File: config.mk
export PLATFORM = sky130hd
export DESIGN_NAME = mesiSnoopCtrl
export DESIGN_NICKNAME = d
export VERILOG_FILES = /design/src/rtl/mesiPkg.sv /design/src/rtl/mesiDatapath.sv /design/src/rtl/mesiCtrl.sv /design/src/rtl/mesiSnoopCtrl.sv
export SDC_FILE = /design/constraint.sdc
export NUM_CORES = 1
export LEC_CHECK = 0
export ABC_AREA = 1
export BUFFER_PORTS_ARGS = -buffer_cell sky130_fd_sc_hd__buf_2
export CAP_MARGIN = 5
export CORE_ASPECT_RATIO = 2
export CORE_MARGIN = 2
export CORE_UTILIZATION = 40
export CTS_CLUSTER_DIAMETER = 50
export DETAILED_ROUTE_END_ITERATION = 7
export PLACE_DENSITY_LB_ADDON = 0.08
export SYNTH_ARGS = -nofsm -noshare
export SYNTH_HDL_FRONTEND = slang
export SYNTH_SLANG_ARGS = --single-unit
File: constraint.sdc
create_clock -name clk -period 4.8 [get_ports clk]
set_input_delay 0.96 -clock clk [delete_from_list [all_inputs] [get_ports clk]]
set_output_delay 0.96 -clock clk [all_outputs]
set_load 0.01 [all_outputs]
File: src/rtl/mesiPkg.sv
package mesiPkg;

  typedef enum logic [1:0] {
    LINE_I = 2'd0,
    LINE_S = 2'd1,
    LINE_E = 2'd2,
    LINE_M = 2'd3
  } lineState_t;

  typedef enum logic [1:0] {
    CMD_RD  = 2'd0,
    CMD_RDX = 2'd1,
    CMD_WB  = 2'd2,
    CMD_NOP = 2'd3
  } busCmd_t;

  typedef struct packed {
    logic       lineWr;       // write tag, data and state of the request line
    lineState_t newState;
    logic       takeBusData;  // fill word comes from the bus, else from the processor
    logic       evict;        // move the dirty victim into the writeback buffer
    logic       wbClear;      // writeback accepted by the bus
    logic       rdFromBus;    // read data returns straight from the bus
    logic       useWb;        // bus address and data come from the buffer
  } ctrlStrobe_t;

endpackage

File: src/rtl/mesiDatapath.sv
module mesiDatapath
  import mesiPkg::*;
#(
  parameter int ADDR_W = 8,
  parameter int IDX_W  = 2,
  parameter int DATA_W = 32
) (
  input  logic              clk,
  input  logic              rstN,
  input  logic [ADDR_W-1:0] cpuAddr,
  input  logic [DATA_W-1:0] cpuWdata,
  input  logic [DATA_W-1:0] busRdata,
  input  logic              snpValid,
  input  busCmd_t           snpCmd,
  input  logic [ADDR_W-1:0] snpAddr,
  input  ctrlStrobe_t       strobe,
  output logic              cpuHit,
  output lineState_t        cpuLineState,
  output logic              victimDirty,
  output logic              snpSameIdx,
  output logic              wbValid,
  output logic [DATA_W-1:0] cpuRdata,
  output logic [ADDR_W-1:0] busAddr,
  output logic [DATA_W-1:0] busWdata,
  output logic              snpShared,
  output logic              snpFlush,
  output logic [DATA_W-1:0] snpFlushData
);

  localparam int LINES = 1 << IDX_W;
  localparam int TAG_W = ADDR_W - IDX_W;

  lineState_t        stArr   [LINES];
  logic [TAG_W-1:0]  tagArr  [LINES];
  logic [DATA_W-1:0] dataArr [LINES];

  logic [ADDR_W-1:0] wbAddr;
  logic [DATA_W-1:0] wbData;

  logic [IDX_W-1:0] cpuIdx, snpIdx;
  logic [TAG_W-1:0] cpuTag, snpTag;
  logic             snpLineHit, snpWbHit, snpActive;

  assign cpuIdx = cpuAddr[IDX_W-1:0];
  assign cpuTag = cpuAddr[ADDR_W-1:IDX_W];
  assign snpIdx = snpAddr[IDX_W-1:0];
  assign snpTag = snpAddr[ADDR_W-1:IDX_W];

  // processor-side lookup
  assign cpuLineState = stArr[cpuIdx];
  assign cpuHit       = (stArr[cpuIdx] != LINE_I) && (tagArr[cpuIdx] == cpuTag);
  assign victimDirty  = !cpuHit && (stArr[cpuIdx] == LINE_M);
  assign cpuRdata     = strobe.rdFromBus ? busRdata : dataArr[cpuIdx];

  // bus-side lookup: line store and writeback buffer
  assign snpActive  = snpValid && ((snpCmd == CMD_RD) || (snpCmd == CMD_RDX));
  assign snpSameIdx = snpValid && (snpIdx == cpuIdx);
  assign snpLineHit = snpActive && (stArr[snpIdx] != LINE_I) && (tagArr[snpIdx] == snpTag);
  assign snpWbHit   = snpActive && wbValid && (wbAddr == snpAddr);

  assign snpShared    = snpLineHit && (snpCmd == CMD_RD);
  assign snpFlush     = snpWbHit || (snpLineHit && (stArr[snpIdx] == LINE_M));
  assign snpFlushData = snpWbHit ? wbData : dataArr[snpIdx];

  assign busAddr  = strobe.useWb ? wbAddr : cpuAddr;
  assign busWdata = strobe.useWb ? wbData : '0;

  // state array: snoop update has priority over the processor side
  always_ff @(posedge clk or negedge rstN) begin
    if (!rstN) begin
      for (int i = 0; i < LINES; i++) stArr[i] <= LINE_I;
    end else begin
      if (snpLineHit)
        stArr[snpIdx] <= (snpCmd == CMD_RDX) ? LINE_I : LINE_S;
      if (!(snpLineHit && (snpIdx == cpuIdx))) begin
        if (strobe.lineWr)
          stArr[cpuIdx] <= strobe.newState;
        else if (strobe.evict)
          stArr[cpuIdx] <= LINE_I;
      end
    end
  end

  always_ff @(posedge clk) begin
    if (strobe.lineWr) begin
      tagArr[cpuIdx]  <= cpuTag;
      dataArr[cpuIdx] <= strobe.takeBusData ? busRdata : cpuWdata;
    end
  end

  // one-entry writeback buffer
  always_ff @(posedge clk or negedge rstN) begin
    if (!rstN) begin
      wbValid <= 1'b0;
      wbAddr  <= '0;
      wbData  <= '0;
    end else if (strobe.evict) begin
      wbValid <= 1'b1;
      wbAddr  <= {tagArr[cpuIdx], cpuIdx};
      wbData  <= dataArr[cpuIdx];
    end else if (strobe.wbClear || snpWbHit) begin
      wbValid <= 1'b0;
    end
  end

endmodule

File: src/rtl/mesiCtrl.sv
module mesiCtrl
  import mesiPkg::*;
(
  input  logic        clk,
  input  logic        rstN,
  input  logic        cpuValid,
  input  logic        cpuWrite,
  input  logic        cpuHit,
  input  lineState_t  cpuLineState,
  input  logic        victimDirty,
  input  logic        snpSameIdx,
  input  logic        wbValid,
  input  logic        busDone,
  input  logic        busSharedIn,
  output logic        cpuReady,
  output logic        busValid,
  output busCmd_t     busCmd,
  output ctrlStrobe_t strobe
);

  typedef enum logic [1:0] {
    ST_IDLE = 2'd0,
    ST_WB   = 2'd1,
    ST_FILL = 2'd2
  } ctrlState_t;

  ctrlState_t curSt, nxtSt;
  busCmd_t    fillCmd, nxtFillCmd;

  always_ff @(posedge clk or negedge rstN) begin
    if (!rstN) begin
      curSt   <= ST_IDLE;
      fillCmd <= CMD_RD;
    end else begin
      curSt   <= nxtSt;
      fillCmd <= nxtFillCmd;
    end
  end

  always_comb begin
    nxtSt      = curSt;
    nxtFillCmd = fillCmd;
    cpuReady   = 1'b0;
    busValid   = 1'b0;
    busCmd     = CMD_NOP;
    strobe     = '0;
    unique case (curSt)
      ST_IDLE: begin
        if (cpuValid && !snpSameIdx) begin
          if (cpuHit) begin
            if (!cpuWrite) begin
              cpuReady = 1'b1;
            end else if (cpuLineState == LINE_S) begin
              nxtSt      = ST_FILL;
              nxtFillCmd = CMD_RDX;
            end else begin
              cpuReady        = 1'b1;
              strobe.lineWr   = 1'b1;
              strobe.newState = LINE_M;
            end
          end else if (victimDirty) begin
            strobe.evict = 1'b1;
            nxtSt        = ST_WB;
          end else begin
            nxtSt      = ST_FILL;
            nxtFillCmd = cpuWrite ? CMD_RDX : CMD_RD;
          end
        end
      end
      ST_WB: begin
        strobe.useWb = 1'b1;
        if (!wbValid) begin
          nxtSt = ST_IDLE;
        end else begin
          busValid = 1'b1;
          busCmd   = CMD_WB;
          if (busDone) begin
            strobe.wbClear = 1'b1;
            nxtSt          = ST_IDLE;
          end
        end
      end
      ST_FILL: begin
        busValid = 1'b1;
        busCmd   = fillCmd;
        if (busDone) begin
          cpuReady           = 1'b1;
          strobe.lineWr      = 1'b1;
          strobe.rdFromBus   = 1'b1;
          strobe.takeBusData = (fillCmd == CMD_RD);
          strobe.newState    = (fillCmd == CMD_RDX) ? LINE_M :
                               (busSharedIn ? LINE_S : LINE_E);
          nxtSt              = ST_IDLE;
        end
      end
      default: nxtSt = ST_IDLE;
    endcase
  end

endmodule

File: src/rtl/mesiSnoopCtrl.sv
module mesiSnoopCtrl
  import mesiPkg::*;
#(
  parameter int ADDR_W = 8,
  parameter int IDX_W  = 2,
  parameter int DATA_W = 32
) (
  input  logic              clk,
  input  logic              rstN,
  input  logic              cpuValid,
  input  logic              cpuWrite,
  input  logic [ADDR_W-1:0] cpuAddr,
  input  logic [DATA_W-1:0] cpuWdata,
  output logic              cpuReady,
  output logic [DATA_W-1:0] cpuRdata,
  output logic              busValid,
  output logic [1:0]        busCmd,
  output logic [ADDR_W-1:0] busAddr,
  output logic [DATA_W-1:0] busWdata,
  input  logic              busDone,
  input  logic [DATA_W-1:0] busRdata,
  input  logic              busSharedIn,
  input  logic              snpValid,
  input  logic [1:0]        snpCmd,
  input  logic [ADDR_W-1:0] snpAddr,
  output logic              snpShared,
  output logic              snpFlush,
  output logic [DATA_W-1:0] snpFlushData
);

  ctrlStrobe_t strobe;
  lineState_t  lineState;
  busCmd_t     ctrlCmd;
  logic        cpuHit, victimDirty, snpSameIdx, wbValid;

  mesiCtrl u_ctrl (
    .clk         (clk),
    .rstN        (rstN),
    .cpuValid    (cpuValid),
    .cpuWrite    (cpuWrite),
    .cpuHit      (cpuHit),
    .cpuLineState(lineState),
    .victimDirty (victimDirty),
    .snpSameIdx  (snpSameIdx),
    .wbValid     (wbValid),
    .busDone     (busDone),
    .busSharedIn (busSharedIn),
    .cpuReady    (cpuReady),
    .busValid    (busValid),
    .busCmd      (ctrlCmd),
    .strobe      (strobe)
  );

  mesiDatapath #(
    .ADDR_W(ADDR_W),
    .IDX_W (IDX_W),
    .DATA_W(DATA_W)
  ) u_dp (
    .clk         (clk),
    .rstN        (rstN),
    .cpuAddr     (cpuAddr),
    .cpuWdata    (cpuWdata),
    .busRdata    (busRdata),
    .snpValid    (snpValid),
    .snpCmd      (busCmd_t'(snpCmd)),
    .snpAddr     (snpAddr),
    .strobe      (strobe),
    .cpuHit      (cpuHit),
    .cpuLineState(lineState),
    .victimDirty (victimDirty),
    .snpSameIdx  (snpSameIdx),
    .wbValid     (wbValid),
    .cpuRdata    (cpuRdata),
    .busAddr     (busAddr),
    .busWdata    (busWdata),
    .snpShared   (snpShared),
    .snpFlush    (snpFlush),
    .snpFlushData(snpFlushData)
  );

  assign busCmd = ctrlCmd;

endmodule

==> results of run 1 <==
## cells in the final DEF (no fill, tap or decap), types with 18 or more instances in the layout
cell       Yosys  layout
nand2_1      359     359
buf_2          8     198
inv_1        170     169
edfxtp_1     152     152
o21ai_0      144     144
o22ai_1       57      57
dfrtp_1       52      52
mux2_2        38      38
nor2_1        40      35
a221oi_1      29      29
buf_4          8      26
nand3_1       21      21
clkbuf_16      0      21
a22oi_1       19      19
a21oi_1       18      18
## worst max-delay path, cell delays in order
cell     delay [ns]
buf_2          0.20
inv_1          0.11
nor2_2         0.35
buf_4          0.30
a21oi_1        0.12
nand2_1        0.10
nand2_1        0.05
nand2_1        0.05
nand2_1        0.05
nor2_1         0.15
nand2_1        0.16
o31ai_1        0.26
buf_2          0.18
## power groups by stage
stage / Sequential, mW / Combinational, mW / Clock [mW]
global placement: 2.50 / 1.70 / 0
floorplan: 2.44 / 1.09 / 0
CTS: 2.48 / 1.71 / 1.61
finish: 2.48 / 1.69 / 1.57
global route: 2.51 / 1.89 / 1.67
detailed placement: 2.51 / 1.71 / 0
## metal layers
layer | routed length [um] | vias to the layer above
met4 | 1810 | 0
met1 | 13100 | 4494
met3 | 1760 | 75
met2 | 19000 | 322
met5 | 0 | -
li1 | - | 4552
## final cells by class
cell class	count	area share
clock buffer	27	0.0420
multi-input combinational	792	0.321
sequential	204	0.449
tap	348	0.0334
clock inverter	7	0.00709
inverter	179	0.0519
timing repair buffer	227	0.0955
## cell families after synthesis
| family | Yosys count | synth area share |
|---|---|---|
| muxes | 38 | 0.0390 |
| DFF | 204 | 0.534 |
| and+or+nand+nor | 459 | 0.175 |
| adders and majority gates | 5 | 0.00570 |
| buffers and inverters | 240 | 0.0890 |
| xor gates and xnor gates | 6 | 0.00478 |
| AOI/OAI and AO/OA | 284 | 0.153 |
## cell usage after synthesis, drive strengths merged (2+ instances only)
| cell | number |
|---|---|
| nand4 | 9 |
| o21ai | 153 |
| ha | 5 |
| a22o | 3 |
| dfrtp | 52 |
| nor3 | 6 |
| a221oi | 29 |
| clkbuf | 38 |
| nand2 | 365 |
| xor2 | 5 |
| inv | 176 |
| o31ai | 2 |
| a21oi | 18 |
| buf | 23 |
| o22ai | 57 |
| nor2 | 50 |
| mux2 | 38 |
| nand3 | 25 |
| a22oi | 19 |
| edfxtp | 152 |
| nand3b | 3 |
| clkinv | 3 |
## state kept, by name, summed over array words and instances, names as in the netlist
| register | count |
|---|---|
| u_dp.wbValid | 1 |
| u_dp.dataArr | 128 |
| u_dp.tagArr | 24 |
| u_dp.wbData | 32 |
| u_dp.stArr | 8 |
| u_dp.wbAddr | 8 |
| u_ctrl.curSt | 2 |
| u_ctrl.fillCmd | 1 |
## worst min path at each step
stage                                     start                          end  slack, ns
floorplan            u_dp.wbData[3]$_DFFE_PN0N_   u_dp.wbData[3]$_DFFE_PN0N_       0.47
global placement    u_dp.wbData[13]$_DFFE_PN0N_  u_dp.wbData[13]$_DFFE_PN0N_       0.49
detailed placement   u_dp.wbData[4]$_DFFE_PN0N_   u_dp.wbData[4]$_DFFE_PN0N_       0.50
CTS                                        rstN  u_ctrl.curSt[0]$_DFFE_PN0P_       0.42
global route                               rstN   u_dp.wbAddr[3]$_DFFE_PN0N_       0.45
finish                                     rstN  u_ctrl.curSt[0]$_DFFE_PN0P_       0.42
==> impl_metrics.env, run 1 <==
export IMPL_outcome="finished, final reports clean"
export IMPL_ys_ff_latch=204
export IMPL_cts_buffer_depth=3
export IMPL_internal_power_mw=3.79
export IMPL_yosysSeqAreaShare=0.534
export IMPL_fin_crit_ns=4.01
export IMPL_clk_latency_ns=0.50
export IMPL_place_area_um2=12400
export IMPL_hold_path_class="input port to asynchronous set/reset pin"
export IMPL_synth_edf_count=152
export IMPL_busiest_layer="met2"
export IMPL_p_switching_mw=1.95
export IMPL_cp_end_kind="output pin"
export IMPL_grt_use_met3=0.0289
export IMPL_dp_slack_ns=0.791
export IMPL_yosysTopAreaCellShare=0.416
export IMPL_critical_path_startpoint="snpAddr[1]"
export IMPL_max_vdd_ir_drop_uv=323
export IMPL_power_density_nw_per_um2=440
export IMPL_comb_power_share=0.295
export IMPL_synth_warnings=0
export IMPL_regArea_um2=5870
export IMPL_n_fill_cell=2662
export IMPL_cts_buffers=20
export IMPL_die_x_um=121
export IMPL_synth_cells=1236
export IMPL_fin_ws_ns=0.788
export IMPL_initial_core_util=0.407
export IMPL_post_drt_wl_per_cell_um=20.0
export IMPL_synthToLayoutAreaGrowth_pct=18.8
export IMPL_finalHoldViolCount=0
export IMPL_seq_power_share=0.432
export IMPL_instances_no_fill=1784
export IMPL_synthDistinctLibCells=43
export IMPL_row_count=85
export IMPL_grt_max_degree=61
export IMPL_slew_headroom=0.365
export IMPL_post_route_period_util=0.836
export IMPL_antenna_found_initial=0
export IMPL_critPathCapture="snpFlush"
export IMPL_cts_hold_buffers=0
export IMPL_grt_pass1_wl_mm=52.9
export IMPL_grt_overflow=0
export IMPL_hold_slack_ns=0.416
export IMPL_fmax_ghz=0.249
export IMPL_drt_vias_per_instance=5.29
export IMPL_startpoint_type="input port"
export IMPL_critical_path_class="input port to output pin"
export IMPL_r2r_start="u_dp.tagArr[2][4]$_DFFE_PP_"
export IMPL_synthTopCellsByArea="edfxtp_1, nand2_1, dfrtp_1"
export IMPL_multi_input_area_um2=4190
export IMPL_drive_gt1_frac=0.228
export IMPL_n_antenna_cell=0
export IMPL_ant_nets=0
export IMPL_cp_required_ns=3.84
export IMPL_fin_tns_setup_ns=0
export IMPL_cts_root_buf="clkbuf_16"
export IMPL_swShare=0.340
export IMPL_final_area_um2=13100
export IMPL_netlist_area_um2=11000
export IMPL_synthesis_nets=1330
export IMPL_rsz0062_at_grt="false"
export IMPL_dr_pass1_iters=4
export IMPL_utilization=0.483
export IMPL_crit_path_max_fanout=12
export IMPL_finalSetupViolCount=0
export IMPL_tightestPinTransition_ns=0.952
export IMPL_drc=0
export IMPL_clk_pin_slew_ns=0.06
export IMPL_fin_skew_ns=0.0129
export IMPL_netlist_top_cell_by_area="edfxtp_1"
export IMPL_io_pins=199
export IMPL_synth_ff_type="edfxtp_1"
export IMPL_r2r_end="u_dp.dataArr[1][15]$_DFFE_PP_"
export IMPL_drtIter0Drc=586
export IMPL_ff2ff_path_depth=14
export IMPL_p_clk_frac=0.273
export IMPL_htreeDepth=1
export IMPL_vias=9443
export IMPL_core_um2=27000
export IMPL_gr_usage_all_layers=0.244
export IMPL_r2r_slack_ns=2.02
export IMPL_wl_mm=35.6
export IMPL_synth_avg_cell_area_um2=8.89
export IMPL_maxCapViolCount=0
export IMPL_grt_pass1_vias=9325
export IMPL_met1_usage=0.268
export IMPL_cts_sinks=204
export IMPL_post_cts_buffers=0
export IMPL_hpwl_mm=24.6
export IMPL_placed_cells=1750
export IMPL_synth_async_reset_ratio=0.255
export IMPL_final_nets=1518
export IMPL_die_area_um2=28900
export IMPL_cts_resized_gates=0
export IMPL_timing_final_max_slew_violations=0
export IMPL_critPathArrivalTime_ns=3.05
export IMPL_gp_congestion=0.934
export IMPL_use_met2=0.453
export IMPL_cts_tree="yes"
export IMPL_p_leak_nw=6.07
export IMPL_fp_dieH_um=238
export IMPL_power_mw=5.74
export IMPL_port_buffer_count=198
Note: power is estimated with default switching activity, not from simulation.
==> inputs of run 2 (changes only) <==
--- a/config.mk
+++ b/config.mk
@@ -5,7 +5,7 @@
 export SDC_FILE = /design/constraint.sdc
 export NUM_CORES = 1
 export LEC_CHECK = 0
-export ABC_AREA = 1
+export ABC_AREA = 0
 export BUFFER_PORTS_ARGS = -buffer_cell sky130_fd_sc_hd__buf_2
 export CAP_MARGIN = 5
 export CORE_ASPECT_RATIO = 2
==> constraint.sdc (replaced) <==
create_clock -name clk -period 3.3 [get_ports clk]
set_input_delay 0.66 -clock clk [delete_from_list [all_inputs] [get_ports clk]]
set_output_delay 0.66 -clock clk [all_outputs]
set_load 0.01 [all_outputs]
==> impl_metrics.env, run 2 <==
export IMPL_yosys_cell_count_top_type="edfxtp_1"
export IMPL_path_delay_family="simple AND/OR/NAND/NOR gates"
export IMPL_gp_congestion=0.893
export IMPL_gr_usage_all_layers=0.213
export IMPL_n_fill_cell=2295
export IMPL_yosysTopAreaCellShare=0.430
export IMPL_hold_path_class="input port to asynchronous set/reset pin"
export IMPL_synth_async_reset_ratio=0.255
export IMPL_ant_nets=0
export IMPL_ys_ff_latch=204
export IMPL_crit_path_cell_trace="mux4_1 > xnor2_1 > nand4_4 > nor2_1 > nand3b_1 > nand2_1 > buf_2"
export IMPL_clk_pin_slew_ns=0.06
export IMPL_drt_vias_per_instance=5.54
export IMPL_io_pins=199
export IMPL_grt_overflow=0
export IMPL_tightestPinTransition_ns=0.828
export IMPL_synth_cells=636
export IMPL_fin_skew_ns=0.0126
export IMPL_clk_latency_ns=0.50
export IMPL_n_antenna_cell=0
export IMPL_critPathArrivalTime_ns=2.55
export IMPL_p_leak_nw=4.92
export IMPL_grt_pass1_wl_mm=44.4
export IMPL_row_count=84
export IMPL_drc=0
export IMPL_dr_pass1_iters=4
export IMPL_final_nets=955
export IMPL_hpwl_mm=21.6
export IMPL_grt_pass1_vias=7458
export IMPL_placed_cells=1182
export IMPL_layout_common_cells="buf_2, edfxtp_1, mux2_2"
export IMPL_largest_register="u_dp.dataArr"
export IMPL_synthToLayoutAreaGrowth_pct=22.4
export IMPL_synthAdderAreaFrac=0.00589
export IMPL_synth_simple_area_share=0.0495
export IMPL_drive_gt1_frac=0.565
export IMPL_critPathSlowestCell="mux4_1"
export IMPL_antenna_found_initial=0
export IMPL_instances_no_fill=1217
export IMPL_utilization=0.497
export IMPL_post_route_period_util=0.973
export IMPL_final_common_cell="buf_2"
export IMPL_reg_top3="u_dp.dataArr: 128 flops, u_dp.wbData: 32 flops, u_dp.tagArr: 24 flops"
export IMPL_crit_path_max_incr_delay_ns=0.56
export IMPL_cp_required_ns=2.64
export IMPL_synth_edf_count=152
export IMPL_p_clk_frac=0.275
export IMPL_r2r_end="u_dp.wbData[30]$_DFFE_PN0N_"
export IMPL_port_buffer_count=198
export IMPL_largest_register_ffs=128
export IMPL_p_switching_mw=2.38
export IMPL_core_um2=26200
export IMPL_path_buf_inv=1
export IMPL_htreeDepth=1
export IMPL_synth_avg_cell_area_um2=16.7
export IMPL_seq_power_share=0.446
export IMPL_yosys_top_cells_count="edfxtp_1, mux2_2, mux4_2"
export IMPL_grt_max_degree=53
export IMPL_timing_final_max_slew_violations=0
export IMPL_crit_path_max_fanout=3
export IMPL_netlist_top_cell_by_area="edfxtp_1"
export IMPL_fmax_ghz=0.311
export IMPL_fp_dieH_um=234
export IMPL_drtIter0Drc=281
export IMPL_synthesis_nets=730
export IMPL_synth_xor_area_frac=0.0196
export IMPL_initial_core_util=0.406
export IMPL_synth_warnings=0
export IMPL_swShare=0.296
export IMPL_r2r_start="u_dp.tagArr[2][0]$_DFFE_PP_"
export IMPL_synth_top_family_by_area="multiplexers"
export IMPL_cts_tree="yes"
export IMPL_synthDistinctLibCells=52
export IMPL_cts_buffers=19
export IMPL_synth_compound_area_share=0.0268
export IMPL_critical_path_startpoint="u_dp.tagArr[2][0]$_DFFE_PP_"
export IMPL_slew_headroom=0.448
export IMPL_r2r_slack_ns=0.67
export IMPL_die_x_um=119
export IMPL_wl_mm=29.5
export IMPL_fin_crit_ns=3.21
export IMPL_power_density_nw_per_um2=617
export IMPL_yosysSeqAreaShare=0.553
export IMPL_max_vdd_ir_drop_uv=467
export IMPL_cts_sinks=204
export IMPL_vias=6738
export IMPL_post_drt_wl_per_cell_um=24.2
export IMPL_synthTopCellsByArea="edfxtp_1, mux4_2, mux2_2"
export IMPL_internal_power_mw=5.64
export IMPL_netlist_area_um2=10600
export IMPL_finalHoldViolCount=0
export IMPL_synth_ff_type="edfxtp_1"
export IMPL_outcome="finished, final reports clean"
export IMPL_cts_buffer_depth=3
export IMPL_startpoint_type="register"
export IMPL_cts_root_buf="clkbuf_16"
export IMPL_ff2ff_path_depth=7
export IMPL_die_area_um2=27900
export IMPL_maxCapViolCount=0
export IMPL_comb_power_share=0.279
export IMPL_finalSetupViolCount=0
export IMPL_power_mw=8.02
export IMPL_critical_path_class="register to output pin"
export IMPL_synthMuxAreaShare=0.324
export IMPL_cp_end_kind="output pin"
## run 2: worst max path at each step
stage	end	depth (start not counted)
6_report	cpuReady	7
2_1_floorplan	u_dp.dataArr[2][0]$_DFFE_PP_	7
5_1_grt	snpFlushData[24]	8
3_5_place_dp	cpuReady	8
4_1_cts	snpFlushData[31]	8
3_3_place_gp	snpFlushData[31]	8
## run 2: stage by stage
step | setup WS [ns] | hold WS, ns | cell area [um2] | setup TNS (ns)
finish | 0.0878 | 0.355 | 13000 | 0
global route | -0.00173 | 0.420 | 13000 | -0.00173
CTS | 0.0442 | 0.371 | 12900 | 0
detailed placement | 0.0613 | 0.500 | 12300 | 0
global placement | 0.0584 | 0.490 | 12300 | 0
floorplan | -0.105 | 0.364 | 10600 | -14.29
## run 2: power groups by stage
| stage | Clock [mW] | Combinational (mW) | Sequential [mW] |
|---|---|---|---|
| finish | 2.21 | 2.24 | 3.57 |
| floorplan | 0 | 1.47 | 3.50 |
| detailed placement | 0 | 2.27 | 3.63 |
| CTS | 2.27 | 2.28 | 3.57 |
| global route | 2.35 | 2.43 | 3.62 |
| global placement | 0 | 2.24 | 3.60 |
## run 2: worst reg2reg max path: stages, from the launching register on
cell	delay, ns
edfxtp_1	0.42
mux4_1	0.56
xnor2_1	0.26
nand4_4	0.17
buf_4	0.21
o2111ai_4	0.22
buf_4	0.29
mux2_1	0.37
## run 2: per-layer routing
metal,up-vias,share of wire,GRT usage
li1,2987,-,-
met1,3476,0.34,0.218
met2,210,0.59,0.428
met3,65,0.031,0.0195
met4,0,0.043,0.0960
met5,-,0,0
## run 2: cells by family (layout without fill, tap and decap cells)
group | after synthesis | after routing
compound gates | 37 | 37
xor+xnor | 22 | 22
fa+ha+maj | 5 | 5
buf+inv | 51 | 288
flops | 204 | 204
mux | 225 | 225
simple gates | 92 | 92
## run 2: final cells by class
class	count	area, um2	area share
clock buffer	27	526	0.0404
clock inverter	6	78.8	0.00607
inverter	10	37.5	0.00289
multi-input combinational	381	4590	0.353
sequential	204	5870	0.451
tap	344	430	0.0331
timing repair buffer	245	1470	0.113
## run 2: timing repair
item | in CTS | in global routing
buffers inserted | 0 | 2
hold buffers | 0 | 0
resized for setup | 0 | 5
endpoints found under the setup margin | 0 | 24
==> inputs of run 3 (changes only) <==
--- a/config.mk
+++ b/config.mk
@@ -11,6 +11,7 @@
 export CORE_ASPECT_RATIO = 2
 export CORE_MARGIN = 2
 export CORE_UTILIZATION = 40
+export CTS_BUF_LIST = sky130_fd_sc_hd__clkbuf_8
 export CTS_CLUSTER_DIAMETER = 50
 export DETAILED_ROUTE_END_ITERATION = 7
 export PLACE_DENSITY_LB_ADDON = 0.08
==> impl_metrics.env, run 3 (synthesis results as in run 2) <==
export IMPL_max_vdd_ir_drop_uv=362
export IMPL_grt_pass1_vias=7602
export IMPL_wl_mm=29.7
export IMPL_grt_max_degree=53
export IMPL_cp_required_ns=2.64
export IMPL_dp_slack_ns=0.0613
export IMPL_r2r_start="u_dp.tagArr[2][0]$_DFFE_PP_"
export IMPL_hold_slack_ns=0.275
export IMPL_ant_nets=0
export IMPL_cts_tree="yes"
export IMPL_dr_pass1_iters=4
export IMPL_instances_no_fill=1239
export IMPL_antenna_found_initial=0
export IMPL_drt_vias_per_instance=5.49
export IMPL_cts_buffers=30
export IMPL_tightestPinTransition_ns=0.835
export IMPL_timing_final_max_slew_violations=0
export IMPL_fin_skew_ns=0.0110
export IMPL_outcome="finished, final reports clean"
export IMPL_final_nets=965
export IMPL_die_area_um2=27900
export IMPL_maxCapViolCount=0
export IMPL_clk_pin_slew_ns=0.07
export IMPL_p_leak_nw=5.01
export IMPL_fmax_ghz=0.312
export IMPL_vias=6808
export IMPL_io_pins=199
export IMPL_fp_dieH_um=234
export IMPL_fin_crit_ns=3.20
export IMPL_critical_path_startpoint="u_dp.tagArr[2][0]$_DFFE_PP_"
export IMPL_critical_path_class="register to output pin"
export IMPL_placed_cells=1182
export IMPL_cts_hold_buffers=0
export IMPL_crit_path_cell_trace="mux4_1 > xnor2_1 > nand4_4 > nor2_2 > nand3b_1 > nand2_1 > buf_2"
export IMPL_regArea_um2=5870
export IMPL_initial_core_util=0.406
export IMPL_slew_headroom=0.443
export IMPL_finalSetupViolCount=0
export IMPL_drive_gt1_frac=0.577
export IMPL_grt_pass1_wl_mm=44.9
export IMPL_cts_buffer_depth=3
export IMPL_crit_path_max_incr_delay_ns=0.56
export IMPL_grt_overflow=0
export IMPL_finalHoldViolCount=0
export IMPL_gr_usage_all_layers=0.215
export IMPL_gp_congestion=0.893
export IMPL_post_drt_wl_per_cell_um=24.0
export IMPL_fin_tns_setup_ns=0
export IMPL_critPathSlowestCell="mux4_1"
export IMPL_hold_path_class="input port to asynchronous set/reset pin"
export IMPL_row_count=84
export IMPL_fin_ws_ns=0.0998
export IMPL_die_x_um=119
export IMPL_critPathArrivalTime_ns=2.54
export IMPL_cts_root_buf="clkbuf_8"
export IMPL_htreeDepth=1
export IMPL_core_um2=26200
export IMPL_crit_path_max_fanout=3
export IMPL_synthToLayoutAreaGrowth_pct=22.8
export IMPL_hpwl_mm=21.6
export IMPL_power_density_nw_per_um2=613
export IMPL_path_buf_inv=1
export IMPL_cp_end_kind="output pin"
export IMPL_reg_top3="u_dp.dataArr: 128 flops, u_dp.wbData: 32 flops, u_dp.tagArr: 24 flops"
export IMPL_r2r_slack_ns=0.67
export IMPL_path_delay_family="simple AND/OR/NAND/NOR gates"
export IMPL_n_antenna_cell=0
export IMPL_multi_input_area_um2=4630
export IMPL_clk_latency_ns=0.57
export IMPL_drtIter0Drc=302
export IMPL_startpoint_type="register"
export IMPL_final_common_cell="buf_2"
export IMPL_cts_sinks=204
export IMPL_largest_register_ffs=128
export IMPL_port_buffer_count=198
export IMPL_post_route_period_util=0.970
export IMPL_layout_common_cells="buf_2, edfxtp_1, mux2_2"
export IMPL_n_fill_cell=2294
export IMPL_largest_register="u_dp.dataArr"
export IMPL_drc=0
run 3: worst paths after layout:
path                                               end  cells after the start
max                                           cpuReady                      7
min                           u_dp.wbValid$_DFFE_PN0P_                      2
max reg2reg                u_dp.wbData[30]$_DFFE_PN0N_                      7
min reg2reg                u_dp.wbData[22]$_DFFE_PN0N_                      1
max in group asynchronous   u_dp.wbData[2]$_DFFE_PN0N_                      2
min in group clk           u_dp.tagArr[0][2]$_DFFE_PP_                      1
run 3: timing repair:
item                       in CTS  in global routing
setup buffers                   0                  1
pin swaps                       0                  2
gates cloned                    0                  0
setup endpoints to repair       1                 25
gates resized for setup         1                 11
run 3: metal layers:
metal,GRT usage,vias to the layer above,part of all wire
met5,0,-,0
met4,0.0960,0,0.040
met3,0.0241,66,0.034
met2,0.434,220,0.59
met1,0.216,3506,0.34
li1,-,3016,-
run 3: report_power, final:
group	internal, mW	switching (mW)
clock	1.18	0.987
sequential	3.27	0.306
combinational	1.12	1.14
total	5.56	2.43
run 3: cell type report:
cell class	instances	share of cell area
flip-flops and latches	204	0.450
multi-input cells	381	0.355
repair buffers	244	0.110
clock buffers	34	0.0359
well taps	344	0.0330
clock inverters	22	0.0131
inverters	10	0.00288
run 3: metrics by stage:
step / instance area (um2) / utilization / total power [mW]
after floorplan: 10600 / - / 4.96
after global placement: 12300 / 0.471 / 5.84
after detailed placement: 12300 / 0.471 / 5.90
after CTS: 13000 / 0.496 / 8.09
after global routing: 13000 / 0.498 / 8.40
final: 13000 / 0.498 / 8.00
